File: src/rtl/npc_pkg.sv
package npc_pkg;

  typedef enum logic [1:0] {
    BR_NONE = 2'b00,
    BR_EQ   = 2'b01,
    BR_NE   = 2'b10,
    BR_LTZ  = 2'b11
  } br_kind_e;

  typedef enum logic [1:0] {
    PC_SEQ   = 2'b00,
    PC_JUMP  = 2'b01,
    PC_REG   = 2'b10,
    PC_SPARE = 2'b11
  } pc_src_e;

endpackage

File: src/rtl/npc_cond.sv
module npc_cond
  import npc_pkg::*;
#(
  parameter int DATA_W = 32
) (
  input  br_kind_e            kind,
  input  logic [DATA_W-1:0]   opa,
  input  logic [DATA_W-1:0]   opb,
  output logic                taken
);

  logic same;
  assign same = (opa == opb);

  always_comb begin
    unique case (kind)
      BR_EQ:   taken = same;
      BR_NE:   taken = !same;
      BR_LTZ:  taken = opa[DATA_W-1];
      default: taken = 1'b0;
    endcase
  end

endmodule

File: src/rtl/npc_target.sv
module npc_target #(
  parameter int ADDR_W = 32,
  parameter int IMM_W  = 16,
  parameter int JMP_W  = 26
) (
  input  logic [ADDR_W-1:0] cur_pc,
  input  logic [IMM_W-1:0]  offset,
  input  logic [JMP_W-1:0]  jfield,
  output logic [ADDR_W-1:0] seq_addr,
  output logic [ADDR_W-1:0] br_addr,
  output logic [ADDR_W-1:0] jmp_addr
);

  localparam int SEXT_W = ADDR_W - IMM_W;

  logic [ADDR_W-1:0] off_ext;

  assign off_ext  = {{SEXT_W{offset[IMM_W-1]}}, offset};
  assign seq_addr = cur_pc + ADDR_W'(1);
  assign br_addr  = seq_addr + off_ext;

  generate
    if (ADDR_W > JMP_W) begin : g_zext
      assign jmp_addr = {{(ADDR_W-JMP_W){1'b0}}, jfield};
    end else begin : g_trunc
      assign jmp_addr = jfield[ADDR_W-1:0];
    end
  endgenerate

endmodule

File: src/rtl/npc_select.sv
module npc_select
  import npc_pkg::*;
#(
  parameter int ADDR_W = 32
) (
  input  pc_src_e           src,
  input  logic              taken,
  input  logic [ADDR_W-1:0] seq_addr,
  input  logic [ADDR_W-1:0] br_addr,
  input  logic [ADDR_W-1:0] jmp_addr,
  input  logic [ADDR_W-1:0] reg_addr,
  output logic [ADDR_W-1:0] next_pc
);

  always_comb begin
    unique case (src)
      PC_SEQ:  next_pc = taken ? br_addr : seq_addr;
      PC_JUMP: next_pc = jmp_addr;
      PC_REG:  next_pc = reg_addr;
      default: next_pc = seq_addr;
    endcase
  end

endmodule

File: src/rtl/npc_reg.sv
module npc_reg #(
  parameter int ADDR_W = 32
) (
  input  logic              clk,
  input  logic              rst_n,
  input  logic [ADDR_W-1:0] d,
  output logic [ADDR_W-1:0] q
);

  always_ff @(posedge clk or negedge rst_n) begin
    if (!rst_n) q <= '0;
    else        q <= d;
  end


  reset_clear_chk: assert property (@(posedge clk) !rst_n |-> q == '0);

endmodule

File: src/rtl/nextpc_unit.sv
module nextpc_unit
  import npc_pkg::*;
#(
  parameter int ADDR_W = 32,
  parameter int IMM_W  = 16,
  parameter int JMP_W  = 26,
  parameter int LED_W  = 4
) (
  input  logic              clk,
  input  logic              rst_n,
  input  logic [1:0]        cond_sel,
  input  logic [1:0]        src_sel,
  input  logic [ADDR_W-1:0] rs_val,
  input  logic [ADDR_W-1:0] rt_val,
  input  logic [IMM_W-1:0]  imm,
  input  logic [JMP_W-1:0]  jfield,
  output logic [ADDR_W-1:0] pc,
  output logic [LED_W-1:0]  pc_leds
);

  br_kind_e          kind;
  pc_src_e           src;
  logic              taken;
  logic [ADDR_W-1:0] seq_addr, br_addr, jmp_addr, next_pc;

  assign kind = br_kind_e'(cond_sel);
  assign src  = pc_src_e'(src_sel);

  npc_cond #(.DATA_W(ADDR_W)) u_cond (
    .kind (kind),
    .opa  (rs_val),
    .opb  (rt_val),
    .taken(taken)
  );

  npc_target #(.ADDR_W(ADDR_W), .IMM_W(IMM_W), .JMP_W(JMP_W)) u_target (
    .cur_pc  (pc),
    .offset  (imm),
    .jfield  (jfield),
    .seq_addr(seq_addr),
    .br_addr (br_addr),
    .jmp_addr(jmp_addr)
  );

  npc_select #(.ADDR_W(ADDR_W)) u_select (
    .src     (src),
    .taken   (taken),
    .seq_addr(seq_addr),
    .br_addr (br_addr),
    .jmp_addr(jmp_addr),
    .reg_addr(rs_val),
    .next_pc (next_pc)
  );

  npc_reg #(.ADDR_W(ADDR_W)) u_reg (
    .clk  (clk),
    .rst_n(rst_n),
    .d    (next_pc),
    .q    (pc)
  );

  assign pc_leds = pc[LED_W-1:0];


  seq_step_chk: assert property (@(posedge clk) disable iff (!rst_n)
    (src_sel == 2'b00 && !taken) |=> pc == $past(pc) + ADDR_W'(1));


  taken_jump_chk: assert property (@(posedge clk) disable iff (!rst_n)
    (src_sel == 2'b00 && taken) |=>
      pc == $past(pc) + ADDR_W'(1) + {{(ADDR_W-IMM_W){$past(imm[IMM_W-1])}}, $past(imm)});


  ltz_taken_chk: assert property (@(posedge clk) disable iff (!rst_n)
    (cond_sel == 2'b11 && src_sel == 2'b00 && rs_val[ADDR_W-1]) |=> pc != $past(pc) + ADDR_W'(1) || $past(imm) == '0);


  direct_jump_chk: assert property (@(posedge clk) disable iff (!rst_n)
    src_sel == 2'b01 |=> pc == ADDR_W'($past(jfield)));


  reg_jump_chk: assert property (@(posedge clk) disable iff (!rst_n)
    src_sel == 2'b10 |=> pc == $past(rs_val));


  spare_code_chk: assert property (@(posedge clk) disable iff (!rst_n)
    src_sel == 2'b11 |=> pc == $past(pc) + ADDR_W'(1));

endmodule

File: config.mk
export PLATFORM = sky130hd
export DESIGN_NAME = nextpc_unit
export DESIGN_NICKNAME = d
export VERILOG_FILES = /design/src/rtl/npc_pkg.sv /design/src/rtl/npc_cond.sv /design/src/rtl/npc_target.sv /design/src/rtl/npc_select.sv /design/src/rtl/npc_reg.sv /design/src/rtl/nextpc_unit.sv
export SDC_FILE = /design/constraint.sdc
export NUM_CORES = 1
export LEC_CHECK = 0
export ABC_AREA = 0
export CORE_ASPECT_RATIO = 1.25
export CORE_MARGIN = 1.5
export CORE_UTILIZATION = 48
export DETAILED_ROUTE_END_ITERATION = 6
export PLACE_DENSITY = 0.82
export SYNTH_ARGS = -nofsm -noshare
export SYNTH_HDL_FRONTEND = slang
export SYNTH_SLANG_ARGS = --single-unit
File: constraint.sdc
create_clock -name clk -period 5.7 [get_ports clk]
set_clock_uncertainty 0.15 [all_clocks]
set_input_delay 1.71 -clock clk [delete_from_list [all_inputs] [get_ports clk]]
set_output_delay 1.71 -clock clk [all_outputs]
set_load 0.01 [all_outputs]
Word level (Yosys, flattened, before mapping) --
Index checks and enable logic that the tools add are counted.
Operators by class: reduce and logical (&&, ||, !) cells 2, magnitude comparators 0, bitwise operators 0, div/mod/pow operators 0, mux-type cells 3, multiply operators 0, equal/unequal tests 6, shift-type cells 0, add/sub/neg operators 2
Operator list (number):
- case mux 32 bit (3 select lines) | 1
- adder 32 x 1 -> 32 bit, second input constant | 1
- adder 32 bit | 1
- equality test 32 bit | 1
- 2-to-1 mux 32 bit | 1
- equality test 2 bit, second input constant | 3
- equality test 2 x 1 -> 1 bit, second input constant | 2
- case mux 1 bit (3 select lines) | 1
- logical NOT 2 bit | 1
- logical NOT 1 bit | 1
Storage, ports and cells: logic and storage cells 14, ROM bits 0, bits of input ports 112, output and inout port bits 36, memory bits (writable) 0, memories kept 0, bits in latches 0, flip-flop bits (word level) 32

Logic depth before layout (Yosys ltp) --
depth after elaboration 5, gate-level depth with buffers 17, gate-level depth less buffers 17

Modules after synthesis --
A second synthesis with hierarchy kept.
Second synthesis, totals: cells, all modules 532, area total of the unflattened synthesis 5107.4 um2
Modules (own cells, without submodules):
- npc_target | cells each 375, instances 1, sequential area each 0.0 um2, area an instance 2588.7 um2
- npc_select | cells each 75, instances 1, sequential area each 0.0 um2, area an instance 1296.2 um2
- npc_reg | cells each 32, instances 1, sequential area each 800.8 um2, area an instance 800.8 um2
- npc_cond | cells each 46, instances 1, sequential area each 0.0 um2, area an instance 391.6 um2
- nextpc_unit | cells each 4, instances 1, sequential area each 0.0 um2, area an instance 30.0 um2

Least setup slack after synthesis --
OpenSTA, ideal clock, no wires.
kind input-to-reg, from input imm[0], to register u_reg.q[20], cell stages on the path 12, slack 1334 ps, setup time 139 ps, required time 5411 ps, path buffers 0, arrival 4077 ps, path through ha_1 > inv_1 > fa_1 > nor2b_1 > o31ai_1 > a21oi_1 > o21ai_1 > o31a_1 > nor2_1 > xor2_1 > mux2_2 > mux4_2
Between the ends: word-level cells in the longest chain between the ends 3
Ends and longest elaborated chain:
- start, declared | line nextpc_unit.sv:15 | input logic [IMM_W-1:0] imm,
- adder 32 bit | line npc_target.sv:20 | assign br_addr = seq_addr + off_ext;
- 2-to-1 mux 32 bit | line npc_select.sv:17 | PC_SEQ: next_pc = taken ? br_addr : seq_addr;
- case mux 32 bit (3 select lines) | line npc_select.sv:16 | unique case (src)
- net next_pc[20] | line nextpc_unit.sv:24 | logic [ADDR_W-1:0] seq_addr, br_addr, jmp_addr, next_pc;
- end signal, assigned | line npc_reg.sv:11 | if (!rst_n) q <= '0;
- end signal, assigned | line npc_reg.sv:12 | else q <= d;
- end, declared | line npc_reg.sv:7 | output logic [ADDR_W-1:0] q
The timed path passes the listed nets, and every way through them passes these cells.

Final worst setup path --
from input rs_val[11], to register u_reg.q[30]
Between the ends: word-level cells in the longest chain between the ends 5
Ends and longest elaborated chain:
- start, declared | line nextpc_unit.sv:13 | input logic [ADDR_W-1:0] rs_val,
- equality test 32 bit (*) | line npc_cond.sv:13 | assign same = (opa == opb);
- logical NOT 1 bit | line npc_cond.sv:18 | BR_NE: taken = !same;
- case mux 1 bit (3 select lines) (*) | line npc_cond.sv:16 | unique case (kind)
- 2-to-1 mux 32 bit (*) | line npc_select.sv:17
- case mux 32 bit (3 select lines) (*) | line npc_select.sv:16
- net next_pc[30] | line nextpc_unit.sv:24
The timed path passes the listed nets; every way through them passes the cells marked *.

==> results.txt <==
The flow ran to the end, and the final reports show no timing, DRC or antenna violations. The post-synthesis cell type with the largest combined area was dfrtp_1. The tool flagged a number of max-cap violations equal to 0. The placed cell count was 811.

In the finished design, the share of the clock period the worst path needs comes to 89.6%. The first TritonRoute pass finished after 4 iterations. In this run the worst path has a maximum fanout of 16. The most used standard cell by instance count after synthesis was xnor2_1.

The tools report the setup TNS as 0 ps. After layout, the minimum clock period comes to 5110 ps. The worst setup path is launched from an input port.

The run gives 5094 as the via count of the first global-routing pass. TritonCTS built the clock tree. STA puts the critical path data required time at 5760 ps. The clock passes through at most 2 buffers.

Power per standard cell area: 273 nW/um^2. For this run, the register share of the synthesized area comes to 17.2%. In the routed design, unresolved DRC markers number 0.

Cell row count: 40. The critical path is of the in -> reg type. Post-route standard cell area excluding fillers: 6420 sq um.

Synthesized cell area: 4660 sq um. Detailed placement ended at an HPWL of 12800 um. After clock tree synthesis, the setup repair step added 0 buffers. Buffers inserted to repair hold after CTS numbered 0. The proportion of netlist area held by the largest area contributor is 17.2%. After detailed routing, the average wire length per cell comes to 19.8 um. Headroom to the max-slew limit came out at 35.0%. The largest registers in the layout are u_reg.q x32. Of the cells placed in the final design, the portion with a size suffix greater than 1 is 9.09%.

Entering global routing, the biggest net connects 47 pins. For this configuration, the core starts out at a cell density of 49.0%. For the worst setup path, the data arrival time is 5160 ps.

u_reg.q holds more flip-flops than any other register. After synthesis the netlist holds a flip-flop and latch count of 32. The tools report the maximum level of the CTS H-tree as 2. The synthesis-to-layout area growth was 37.8%. Worst min-delay path endpoint: u_reg.q[31]. The initial antenna violation count was 0.

After synthesis, the most frequently instantiated cells are xnor2_1 (63), nand2_1 (56), ha_1 (41), a21oi_1 (37), o21ai_0 (36). For the total global routing overflow, the log shows 0. The async set-or-reset flop fraction in the synthesized netlist was 100%; the sum of routed wire length over all layers was 16200 um. The worst hold path begins at u_reg.q[31]. For this run, the post-layout net count is 846. The run gives 25800 um as the global-route wire length before repair. The tree is rooted in a clkbuf_16.

After clock tree synthesis, the clock-pin slew on the worst setup and hold paths is 60 ps. The logs give 32 for the sink count of the clock tree and 6270 sq um for the area after detailed placement. Synthesis produced a netlist with a net count of 704. In this run the mean area of a mapped cell was 8.47 sq um. For the worst-skew pair, the clock arrives at the later sink with an insertion delay of 290 ps. In this run the worst hold path is classified as reg -> reg.

Clock tree synthesis inserted a total of 5 buffers. By area the synthesized netlist is led by dfrtp_1 (17%), xnor2_1 (12%), ha_1 (11%). The run gives 592 ps as the setup slack after layout. The run gives 0 as the number of max-slew violations in the final report. In this run, post-CTS repair resized a total of 0 instances. The register with the most flip-flops in the layout has 32 of them. Counting flops with a built-in enable in the synthesized netlist gives 0. The core region is 9510 sq um. The hold-critical path depth works out to 3. The endpoint identified for the worst register-to-register timing path is u_reg.q[31].

The worst register-to-register path begins at u_reg.q[3]. The area of the die is 10300 sq um, and the count of final hold-check violations is 0. For the initial DRC count, the log shows 360. The run gives 920 ps as the worst-case register-to-register setup slack.

Synthesis handed over a netlist of 550 instances. Across the VDD grid, the largest voltage drop is 0.142 mV. Most used flip-flop cell after synthesis: dfrtp_1. The number of buffers added on ports is 147, and the post-placement worst setup slack is 366 ps. Routability-driven placement finished with a final weighted congestion of 0.933. Setup violations remaining at the end of the flow were counted as 0.

The I/O pin count came out at 148. Dividing the detail-routed via count by the number of cells gives 6.14. The worst register-to-register path has a depth of 16. The run gives 5030 as the via total after detailed routing. The number of antenna diodes in the final layout is 0. Static timing analysis puts the maximum clock frequency at 196 MHz. The tools report the leakage power as 2.55 nW. The vertical die dimension was 113 um; the yosys synthesis warning count was 0. From left edge to right edge, the die measures 91.1 um. The detail route stage leaves a number of antenna-violating nets equal to 0. Number of distinct standard cells referenced by the synthesized netlist: 69. The worst setup path is captured at a register. Global routing used 31.8% of the available tracks across all layers. Setup repair after global routing left no endpoint under its margin. The transition time at the pin with the least slew margin is 976 ps. The run gives 819 as the final cell count without fillers.
[through the flow]
step	util, %	total power (W)	hold slack [ps]
global placement	66.0	0.00142	572
CTS	67.5	0.00174	574
global route	67.5	0.00187	595
detailed placement	66.0	0.00144	563
floorplan	-	0.00105	543
finish	67.5	0.00175	580
[cell type report]
cell class              instances  area (sq um)
clock buffers                   6           139
clock inverters                 2          10.0
fillers                       803          3090
inverters                      20          75.1
multi-input cells             476          3690
flip-flops and latches         32           801
well taps                     126           158
repair buffers                157          1550
[worst max-delay path, stage by stage]
cell and delay, ps:
clkdlybuf4s50_1 520, xnor2_1 250, nand4_1 200, nor4_1 620, a21oi_1 220, a41oi_4 470
buf_4 310, nor3b_1 490, o21a_1 210, a31oi_1 40, o21ai_0 130
[cell usage in the layout, fill, tap and decap left out, types with 5 or more instances in the layout]
| cell type | instances |
|---|---|
| o211ai_1 | 9 |
| or3_1 | 7 |
| a21oi_1 | 37 |
| and3_1 | 6 |
| nand4_1 | 15 |
| xnor2_1 | 63 |
| o21ai_0 | 36 |
| and2_1 | 6 |
| buf_4 | 9 |
| dfrtp_1 | 32 |
| or2_2 | 7 |
| a211oi_1 | 6 |
| nor4_1 | 5 |
| xor2_1 | 22 |
| clkbuf_16 | 5 |
| clkdlybuf4s50_1 | 145 |
| nor3_1 | 8 |
| nor2_1 | 29 |
| ha_1 | 41 |
| nand2_1 | 56 |
| a21o_1 | 12 |
| inv_1 | 19 |
| mux4_2 | 19 |
| nand3_1 | 18 |
[how the worst max path moves through the flow]
stage,startpoint,to,slack (ps),cells after the start
floorplan,imm[0],u_reg.q[20],1330,12
global placement,rs_val[11],u_reg.q[30],500,11
detailed placement,rs_val[11],u_reg.q[30],370,11
CTS,rs_val[11],u_reg.q[30],650,11
global route,rs_val[11],u_reg.q[30],450,11
finish,rs_val[11],u_reg.q[30],590,11
[metal layers]
metal	GRT usage, %	vias up	part of all wire, %
li1	-	2318	-
met1	38.4	2395	39
met2	55.2	268	49
met3	5.38	49	7.9
met4	14.7	0	3.8
met5	0	-	0
[power by group]
part / leakage [nW] / switching (W) / internal, W
Combinational: 2.09 / 0.000563 / 0.000549
Clock: 0.0766 / 0.000114 / 0.000173
Sequential: 0.381 / 0.0000799 / 0.000276
[logic make-up (layout without fill, tap and decap cells)]
logic type	count (synthesis)	in the layout	share of synthesized area, %
AOI/OAI and AO/OA	143	143	19.6
xor gates and xnor gates	88	88	17.0
adders and majority gates	42	42	11.4
buffers and inverters	42	185	4.03
DFF	32	32	17.2
muxes	24	24	10.3
and+or+nand+nor	179	179	20.4
No activity file was read; power rests on OpenSTA's default activity.
